==> src/rtl/snr_pkg.sv <==
package snr_pkg;
  localparam int BYTE_W      = 8;
  localparam int ADDR_W      = 7;
  localparam int FRAME_BYTES = 4;
  localparam int IDX_W       = $clog2(FRAME_BYTES);
  localparam int BIT_W       = $clog2(BYTE_W + 1);

  typedef enum logic [1:0] {
    S_IDLE,
    S_RX,
    S_ACK,
    S_DONE
  } snr_state_e;
endpackage

==> src/rtl/snr_line_filter.sv <==
module snr_line_filter #(
  parameter int FILT_LEN = 3
) (
  input  logic clk,
  input  logic rst,
  input  logic line_i,
  output logic line_o
);
  localparam int CNT_W = $clog2(FILT_LEN + 1);

  logic [1:0]       sync_q;
  logic             filt_q;
  logic [CNT_W-1:0] cnt_q;

  always_ff @(posedge clk) begin
    if (rst) begin
      sync_q <= 2'b11;
      filt_q <= 1'b1;
      cnt_q  <= '0;
    end else begin
      sync_q <= {sync_q[0], line_i};
      if (sync_q[1] == filt_q) begin
        cnt_q <= '0;
      end else if (cnt_q == CNT_W'(FILT_LEN - 1)) begin
        filt_q <= sync_q[1];
        cnt_q  <= '0;
      end else begin
        cnt_q <= cnt_q + 1'b1;
      end
    end
  end

  assign line_o = filt_q;

  // a new filtered level was already present on the synchronised line two cycles before
  generate
    if (FILT_LEN >= 2) begin : g_chk
      a_r10_filter_settled: assert property (@(posedge clk) disable iff (rst)
        !$stable(filt_q) |-> ($past(sync_q[1], 2) == filt_q));
    end
  endgenerate
endmodule

==> src/rtl/snr_frame_fsm.sv <==
module snr_frame_fsm
  import snr_pkg::*;
#(
  parameter logic [ADDR_W-1:0] NOTIFY_ADDR = 7'b0001000
) (
  input  logic              clk,
  input  logic              rst,
  input  logic              scl_f,
  input  logic              sda_f,
  input  logic              pend_i,
  output logic              sda_oe_o,
  output logic              commit_o,
  output logic [ADDR_W-1:0] dev_o,
  output logic [BYTE_W-1:0] lo_o,
  output logic [BYTE_W-1:0] hi_o
);
  localparam logic [BYTE_W-1:0] ADDR_BYTE = {NOTIFY_ADDR, 1'b0};
  localparam logic [IDX_W-1:0]  LAST_IDX  = IDX_W'(FRAME_BYTES - 1);
  localparam logic [BIT_W-1:0]  FULL_CNT  = BIT_W'(BYTE_W);

  snr_state_e        st_q;
  logic [IDX_W-1:0]  idx_q;
  logic [BIT_W-1:0]  bits_q;
  logic [BYTE_W-1:0] shreg_q;
  logic              scl_d, sda_d;
  logic              sda_oe_q, commit_q;
  logic [ADDR_W-1:0] dev_q;
  logic [BYTE_W-1:0] lo_q, hi_q;

  logic scl_rise, scl_fall, start_c, stop_c;
  assign scl_rise = scl_f & ~scl_d;
  assign scl_fall = ~scl_f & scl_d;
  assign start_c  = scl_f & scl_d & sda_d & ~sda_f;
  assign stop_c   = scl_f & scl_d & ~sda_d & sda_f;

  always_ff @(posedge clk) begin
    if (rst) begin
      st_q     <= S_IDLE;
      idx_q    <= '0;
      bits_q   <= '0;
      shreg_q  <= '0;
      scl_d    <= 1'b1;
      sda_d    <= 1'b1;
      sda_oe_q <= 1'b0;
      commit_q <= 1'b0;
      dev_q    <= '0;
      lo_q     <= '0;
      hi_q     <= '0;
    end else begin
      scl_d    <= scl_f;
      sda_d    <= sda_f;
      commit_q <= 1'b0;
      if (start_c) begin
        st_q     <= S_RX;
        idx_q    <= '0;
        bits_q   <= '0;
        sda_oe_q <= 1'b0;
      end else if (stop_c) begin
        commit_q <= (st_q == S_DONE);
        st_q     <= S_IDLE;
        sda_oe_q <= 1'b0;
      end else begin
        case (st_q)
          S_RX: begin
            if (scl_rise && bits_q != FULL_CNT) begin
              shreg_q <= {shreg_q[BYTE_W-2:0], sda_f};
              bits_q  <= bits_q + 1'b1;
            end else if (scl_fall && bits_q == FULL_CNT) begin
              bits_q <= '0;
              if (idx_q == '0) begin
                if (shreg_q == ADDR_BYTE && !pend_i) begin
                  sda_oe_q <= 1'b1;
                  st_q     <= S_ACK;
                end else begin
                  st_q <= S_IDLE;
                end
              end else begin
                if (idx_q == IDX_W'(1))      dev_q <= shreg_q[BYTE_W-1:1];
                else if (idx_q == IDX_W'(2)) lo_q  <= shreg_q;
                else                         hi_q  <= shreg_q;
                sda_oe_q <= 1'b1;
                st_q     <= S_ACK;
              end
            end
          end
          S_ACK: begin
            if (scl_fall) begin
              sda_oe_q <= 1'b0;
              if (idx_q == LAST_IDX) begin
                st_q <= S_DONE;
              end else begin
                idx_q <= idx_q + 1'b1;
                st_q  <= S_RX;
              end
            end
          end
          default: ;
        endcase
      end
    end
  end

  assign sda_oe_o = sda_oe_q;
  assign commit_o = commit_q;
  assign dev_o    = dev_q;
  assign lo_o     = lo_q;
  assign hi_o     = hi_q;

  // the line is pulled only inside an acknowledge slot
  a_r1_drive_in_ack: assert property (@(posedge clk) disable iff (rst)
    sda_oe_q |-> (st_q == S_ACK));

  // an address acknowledge never starts while a notify is pending
  a_r3_nack_pending: assert property (@(posedge clk) disable iff (rst)
    ($rose(sda_oe_q) && idx_q == '0) |-> !$past(pend_i));

  // after a refused address the block stays quiet
  a_r2_idle_quiet: assert property (@(posedge clk) disable iff (rst)
    (st_q == S_IDLE && !start_c) |=> !sda_oe_q);
endmodule

==> src/rtl/smbus_notify_rx.sv <==
module smbus_notify_rx
  import snr_pkg::*;
#(
  parameter int                FILT_LEN    = 3,
  parameter logic [ADDR_W-1:0] NOTIFY_ADDR = 7'b0001000
) (
  input  logic              clk,
  input  logic              rst,
  input  logic              scl_i,
  input  logic              sda_i,
  input  logic              clr_i,
  output logic              sda_oe_o,
  output logic [ADDR_W-1:0] notify_dev_o,
  output logic [BYTE_W-1:0] notify_lo_o,
  output logic [BYTE_W-1:0] notify_hi_o,
  output logic              pend_o,
  output logic              irq_o
);
  logic [1:0] raw_lines, filt_lines;
  assign raw_lines = {scl_i, sda_i};

  generate
    for (genvar g = 0; g < 2; g++) begin : g_line
      snr_line_filter #(.FILT_LEN(FILT_LEN)) u_filt (
        .clk    (clk),
        .rst    (rst),
        .line_i (raw_lines[g]),
        .line_o (filt_lines[g])
      );
    end
  endgenerate

  logic              commit;
  logic [ADDR_W-1:0] dev_h;
  logic [BYTE_W-1:0] lo_h, hi_h;
  logic              pend_q;
  logic [ADDR_W-1:0] dev_q;
  logic [BYTE_W-1:0] lo_q, hi_q;

  snr_frame_fsm #(.NOTIFY_ADDR(NOTIFY_ADDR)) u_fsm (
    .clk      (clk),
    .rst      (rst),
    .scl_f    (filt_lines[1]),
    .sda_f    (filt_lines[0]),
    .pend_i   (pend_q),
    .sda_oe_o (sda_oe_o),
    .commit_o (commit),
    .dev_o    (dev_h),
    .lo_o     (lo_h),
    .hi_o     (hi_h)
  );

  always_ff @(posedge clk) begin
    if (rst) begin
      pend_q <= 1'b0;
      dev_q  <= '0;
      lo_q   <= '0;
      hi_q   <= '0;
    end else begin
      if (commit) begin
        dev_q <= dev_h;
        lo_q  <= lo_h;
        hi_q  <= hi_h;
      end
      if (clr_i)       pend_q <= 1'b0;
      else if (commit) pend_q <= 1'b1;
    end
  end

  assign notify_dev_o = dev_q;
  assign notify_lo_o  = lo_q;
  assign notify_hi_o  = hi_q;
  assign pend_o       = pend_q;
  assign irq_o        = pend_q;

  // the flag rises only after the sequencer reports a finished frame
  a_r6_set_by_frame: assert property (@(posedge clk) disable iff (rst)
    $rose(pend_q) |-> $past(commit));

  // captured values hold unless a frame was just committed
  a_r7_regs_hold: assert property (@(posedge clk) disable iff (rst)
    !commit |=> ($stable(dev_q) && $stable(lo_q) && $stable(hi_q)));

  // a clear always leaves the flag low on the next clock
  a_r8_clear_wins: assert property (@(posedge clk) disable iff (rst)
    clr_i |=> !pend_q);
endmodule

==> config.mk <==
export PLATFORM = sky130hd
export DESIGN_NAME = smbus_notify_rx
export DESIGN_NICKNAME = d
export VERILOG_FILES = /design/src/rtl/snr_pkg.sv /design/src/rtl/snr_line_filter.sv /design/src/rtl/snr_frame_fsm.sv /design/src/rtl/smbus_notify_rx.sv
export SDC_FILE = /design/constraint.sdc
export NUM_CORES = 1
export LEC_CHECK = 0
export ABC_CLOCK_PERIOD_IN_PS = 5360
export BUFFER_PORTS_ARGS = -buffer_cell sky130_fd_sc_hd__buf_2
export CAP_MARGIN = 5
export CORE_MARGIN = 2
export CORE_UTILIZATION = 60
export CTS_CLUSTER_DIAMETER = 30
export DETAILED_ROUTE_END_ITERATION = 7
export GPL_TIMING_DRIVEN = 0
export PLACE_DENSITY = 0.81
export SLEW_MARGIN = 20
export SYNTH_ARGS = -nofsm -noshare
export SYNTH_HDL_FRONTEND = slang
export SYNTH_SLANG_ARGS = --single-unit
==> constraint.sdc <==
create_clock -name clk -period 5.36 [get_ports clk]
set_input_delay 1.072 -clock clk [delete_from_list [all_inputs] [get_ports clk]]
set_output_delay 1.072 -clock clk [all_outputs]
set_load 0.005 [all_outputs]
; Word level (Yosys, flattened, before mapping)
; Index checks and enable logic that the tools add are counted.
[totals]
output_inout_bits = 26
inputBits = 5
register_bits = 77
word_cells = 108
[op_classes]
n_mux = 17
reduce_logical = 25
n_eq_ne = 20
bitwise = 20
n_addsub = 4
[op_table]
columns = cell, n
row1 = $reduce_and 4->1, 4
row2 = $reduce_and 8->1, 2
row3 = $not 1->1, 13
row4 = $eq 2x2->1 const B, 6
row5 = $mux 2, 6
row6 = $reduce_or 3->1, 4
row7 = $eq 8x5->1 const B, 1
row8 = $mux 4, 2
row9 = $ne 4x1->1 const B, 2
row10 = $and 1x1->1, 7
row11 = $mux 1, 7
row12 = $reduce_and 7->1, 1
row13 = $add 2x1->2 const B, 3
row14 = $reduce_and 5->1, 1
row15 = $add 4x1->4 const B, 1
row16 = $eq 2x1->1 const B, 2
row17 = $eq 4x4->1 const B, 1
row18 = $ne 2x1->1 const B, 2
row19 = $ne 4x2->1 const B, 1
row20 = $ne 4x4->1 const B, 1
row21 = $pmux 2 s2, 1
row22 = $reduce_and 2->1, 2
row23 = $reduce_bool 2->1, 2
row24 = $reduce_bool 4->1, 1
row25 = other kinds (9), 13

; Longest topological paths before layout
[logic_depth]
ltp_word = 9
mapped_depth = 8

; By module
; Synthesis repeated with hierarchy kept, for this count alone.
[unflattened]
hier_cells = 302
area_unflattened_um2 = 3139.3
[modules_own_cells]
columns = module, area_per_inst_um2, instances, seq_area_each_um2, cells_per_inst
row1 = snr_frame_fsm, 1933.1, 1, 860.8, 196
row2 = smbus_notify_rx, 873.3, 1, 480.5, 78
row3 = snr_line_filter, 166.4, 2, 100.1, 14

; Worst setup path before layout
; Ideal clock, no wire load.
[synth_timing]
path_type = input port to flip-flop
startpoint = input port rst
endpoint = register dev_q[0] (netlist: notify_dev_o[0])
path_slack_ps = 3388
setup_time_ps = 128
arrival_ps = 1844
stages = 4
path_cell_list = clkbuf_1 > clkbuf_1 > clkbuf_1 > nor2_1
[synth_rtl]
columns = element, line_no
row1 = "start, declared", smbus_notify_rx.sv:8  ; input logic rst,
row2 = "end signal, assigned", smbus_notify_rx.sv:61  ; dev_q <= dev_h;
row3 = "end, declared", smbus_notify_rx.sv:37  ; logic [ADDR_W-1:0] dev_q;
; No word-level cell between the ends.

; Final worst setup path
[layout_timing]
startpoint = register u_fsm.st_q[1]
endpoint = register u_fsm.lo_q[6] (netlist: u_fsm.lo_o[6])
[layout_between]
elab_chain_len = 2
[layout_lines]
columns = element, line_no
row1 = "start, declared", snr_frame_fsm.sv:21  ; snr_state_e st_q;
row2 = "start signal, assigned", snr_frame_fsm.sv:38  ; st_q <= S_IDLE;
row3 = "start signal, assigned", snr_frame_fsm.sv:54  ; st_q <= S_RX;
row4 = "start signal, assigned", snr_frame_fsm.sv:60  ; st_q <= S_IDLE;
row5 = $eq 2x1->1, snr_frame_fsm.sv:63  ; case (st_q)
row6 = $reduce_and 8->1 (no line), --
row7 = "end signal, assigned", snr_frame_fsm.sv:79  ; else if (idx_q == IDX_W'(2)) lo_q <= shreg_q;
row8 = "end, declared", snr_frame_fsm.sv:28  ; logic [BYTE_W-1:0] lo_q, hi_q;
; Every way passes these cells.
; A chain may end at the register's enable or synchronous reset.

==> flow_summary_export.csv <==
group,metric,value,unit
clocking,cts_root_buffer,"clkbuf_8",
final_layout,syn_to_final_growth,13.8,%
final_layout,layout-drive-gt1-share,19.0,%
clocking,htree_num_levels,3,
clocking,numCtsBuffers,9,
place,io_buffers,29,
worst_setup_path,arrival,2.31,ns
power_and_ir_drop,ir_worst_vdd,0.211,mV
final_layout,fill_cells,416,
sta,fin_ws,3.27,ns
final_layout,final_cells,418,
final_layout,n_antenna_cell,0,
floorplan,rows,26,
route,routed_wl,5870,um
sta,fin_crit,2.09,ns
route,viasPerCell,5.26,
logic_synthesis,netlist_area,3130,um2
sta,fmax,479,MHz
power_and_ir_drop,leakagePower,1.37,nW
run_status,status,"completed",
flow_run,cap_violations,0,
global_routing,gr-usage-all-layers,21.9,%
worst_setup_path,critPathSlowestCell,"nor4_4",
logic_synthesis,syn_area_per_cell,10.3,um2
global_routing,grt_pass1_vias,2119,
logic_synthesis,synth_top_cell_area_share,49.3,%
clocking,post_cts_buffers,0,
logic_synthesis,yosysTopAreaCell,"dfxtp_1",
worst_setup_path,end_kind,"flip-flop",
floorplan,initial_core_util,61.6,%
place,hpwl,4110,um
sta,tns,0,ns
worst_setup_path,critPathLaunchType,"flip-flop",
logic_synthesis,postSynthCellCount,304,
clocking,cts_tree,"yes",
route,ant_nets,0,
sta,slew_headroom,45.6,%
worst_setup_path,crit_path_max_incr_delay,0.72,ns
sta,clock_skew,0.00449,ns
floorplan,die_y,76.2,um
sta,finalMaxSlewViolations,0,
worst_setup_path,cp_data_required_time,5.59,ns
sta,final.period_utilization,38.9,%
floorplan,core,5070,um2
logic_synthesis,yosysWarnings,0,
global_routing,overflow,0,
route,vias,2200,
final_layout,post-route-util,70.1,%
route,wire_per_inst,14.0,um
clocking,hold_buffers,0,
place,globalplace.congestion,0.842,
clocking,cts.path.max_buffers,2,
sta,grt_setup_unrepaired,"no",
worst_hold_path,worstHoldPathType,"flip-flop to flip-flop",
floorplan,die_x,76.2,um
logic_synthesis,synth_cell_types,38,
floorplan,io_pins,31,
route,drtIter0Drc,89,
worst_setup_path,path_max_fanout,9,
final_layout,finalNetCount,360,
sta,hold_viol_final,0,
sta,worstMarginPinSlew,0.811,ns
logic_synthesis,synthesis.nets,320,
clocking,clkSinkCount,77,
global_routing,grt_max_degree,13,
worst_setup_path,critical_path_class,"flip-flop to flip-flop",
global_routing,grt_pass1_wl,10100,um
sta,setup_violations,0,
logic_synthesis,ys_seq_elements,77,
clocking,clk_latency,0.35,ns
floorplan,dieArea,5810,um2
place,preCtsSetupSlack,2.94,ns
power_and_ir_drop,power_density,296,nW/um2
route,post-route-drc-count,0,
final_layout,final_common_cell,"dfxtp_1",
clocking,clk_pin_slew_worst_paths,0.07,ns
worst_setup_path,worstPathCellList,"inv_1 -> ha_1 -> buf_2 -> nand3b_4 -> nor4_4 -> mux2i_1 -> nor2_1",
route,drtPass1Iterations,5,
final_layout,most-common-layout-cells,"dfxtp_1, nor2_1, mux2i_1",
global_routing,antenna_found_initial,0,
clocking,cts-resized-gates,0,
logic_synthesis,seq_area_frac_synth,49.3,%
place,dp_cells,403,
logic_synthesis,synth.area.top_cells,"dfxtp_1, mux2i_1, nor2_1",
## layout make-up
cell class / instances / area [um2] / share of cell area (%)
sequential: 77 / 1540 / 43.3
inverter: 12 / 45.0 / 1.27
clock buffer: 11 / 151 / 4.25
clock inverter: 4 / 47.5 / 1.34
buffer: 16 / 83.8 / 2.36
timing repair buffer: 29 / 145 / 4.08
multi-input combinational: 199 / 1460 / 40.9
tap: 70 / 87.6 / 2.46
## registers in the layout (all words and copies together) (netlist names), 7 cells and up
| name | flops |
|---|---|
| u_fsm.shreg_q | 8 |
| notify_lo_o | 8 |
| u_fsm.dev_o | 7 |
| notify_dev_o | 7 |
| u_fsm.lo_o | 8 |
| u_fsm.hi_o | 8 |
| notify_hi_o | 8 |
## power breakdown
group          switching, W  internal [W]  leakage, nW   total, W
combinational     0.0000253     0.0000126        0.647  0.0000379
clock              0.000199      0.000236        0.101   0.000435
sequential       0.00000310      0.000577        0.621   0.000580
## final timing paths
| kind | startpoint | endpoint | slack [ns] | depth (start not counted) |
|---|---|---|---|---|
| max | u_fsm.st_q[1]$_SDFFE_PP0P_ | u_fsm.lo_o[6]$_SDFFE_PP0P_ | 3.27 | 7 |
| min | g_line[1].u_filt.cnt_q[0]$_SDFF_PP0_ | g_line[1].u_filt.cnt_q[0]$_SDFF_PP0_ | 0.41 | 1 |
| max reg2reg | u_fsm.st_q[1]$_SDFFE_PP0P_ | u_fsm.lo_o[6]$_SDFFE_PP0P_ | 3.27 | 7 |
| min reg2reg | g_line[1].u_filt.cnt_q[0]$_SDFF_PP0_ | g_line[1].u_filt.cnt_q[0]$_SDFF_PP0_ | 0.41 | 1 |
## Yosys cell counts
library cell / n
dfxtp_1: 77
nor2_1: 66
mux2i_1: 55
inv_1: 12
ha_1: 11
clkbuf_1: 9
or2_2: 7
a21oi_1: 6
nand2_1: 6
a2111oi_0: 4
buf_2: 4
o21ai_0: 4
or3_1: 4
xnor2_1: 4
nand2b_1: 3
nor2b_1: 3
nor4_4: 3
a211o_1: 2
buf_6: 2
nand3b_4: 2
nor3_1: 2
nor4b_1: 2
a211oi_1: 1
a21boi_0: 1
a21o_1: 1
a31oi_1: 1
and3_1: 1
and3b_1: 1
and4b_2: 1
and4bb_2: 1
buf_4: 1
mux2_2: 1
nand3_1: 1
nand3b_1: 1
nor3b_1: 1
o21bai_1: 1
o221ai_1: 1
o41ai_1: 1
## metrics by stage
step	instance area, um2	hold slack (ns)	power (W)
final	3560	0.411	0.00105
after floorplan	3130	0.389	0.000619
after global placement	3360	0.393	0.000629
after CTS	3560	0.415	0.00106
after global routing	3560	0.432	0.00109
after detailed placement	3360	0.400	0.000631
## logic make-up after synthesis
kind of cell	Yosys count	synth area share (%)
buffers and inverters	28	4.12
AND/OR/NAND/NOR	105	18.1
adder cells (fa/ha/maj)	11	4.40
XOR/XNOR	4	1.12
flip-flops	77	49.3
AO/OA/AOI/OAI	23	5.00
multiplexers	56	18.0
## metal layers
layer,routed length [um],vias to the layer above,GRT usage [%]
met5,0,-,0
met4,144,0,10.9
met3,177,14,4.03
met2,2840,36,36.2
met1,2710,1046,27.4
li1,-,1104,-
## worst max-delay path: cells and delay by family, from the launching register on
kind / cells / cell delay, ns
multiplexers: 1 / 0.27
AND/OR/NAND/NOR: 3 / 0.94
adder cells (fa/ha/maj): 1 / 0.12
buffers and inverters: 2 / 0.28
flip-flops: 1 / 0.35
(Power assumes the default switching activity.)
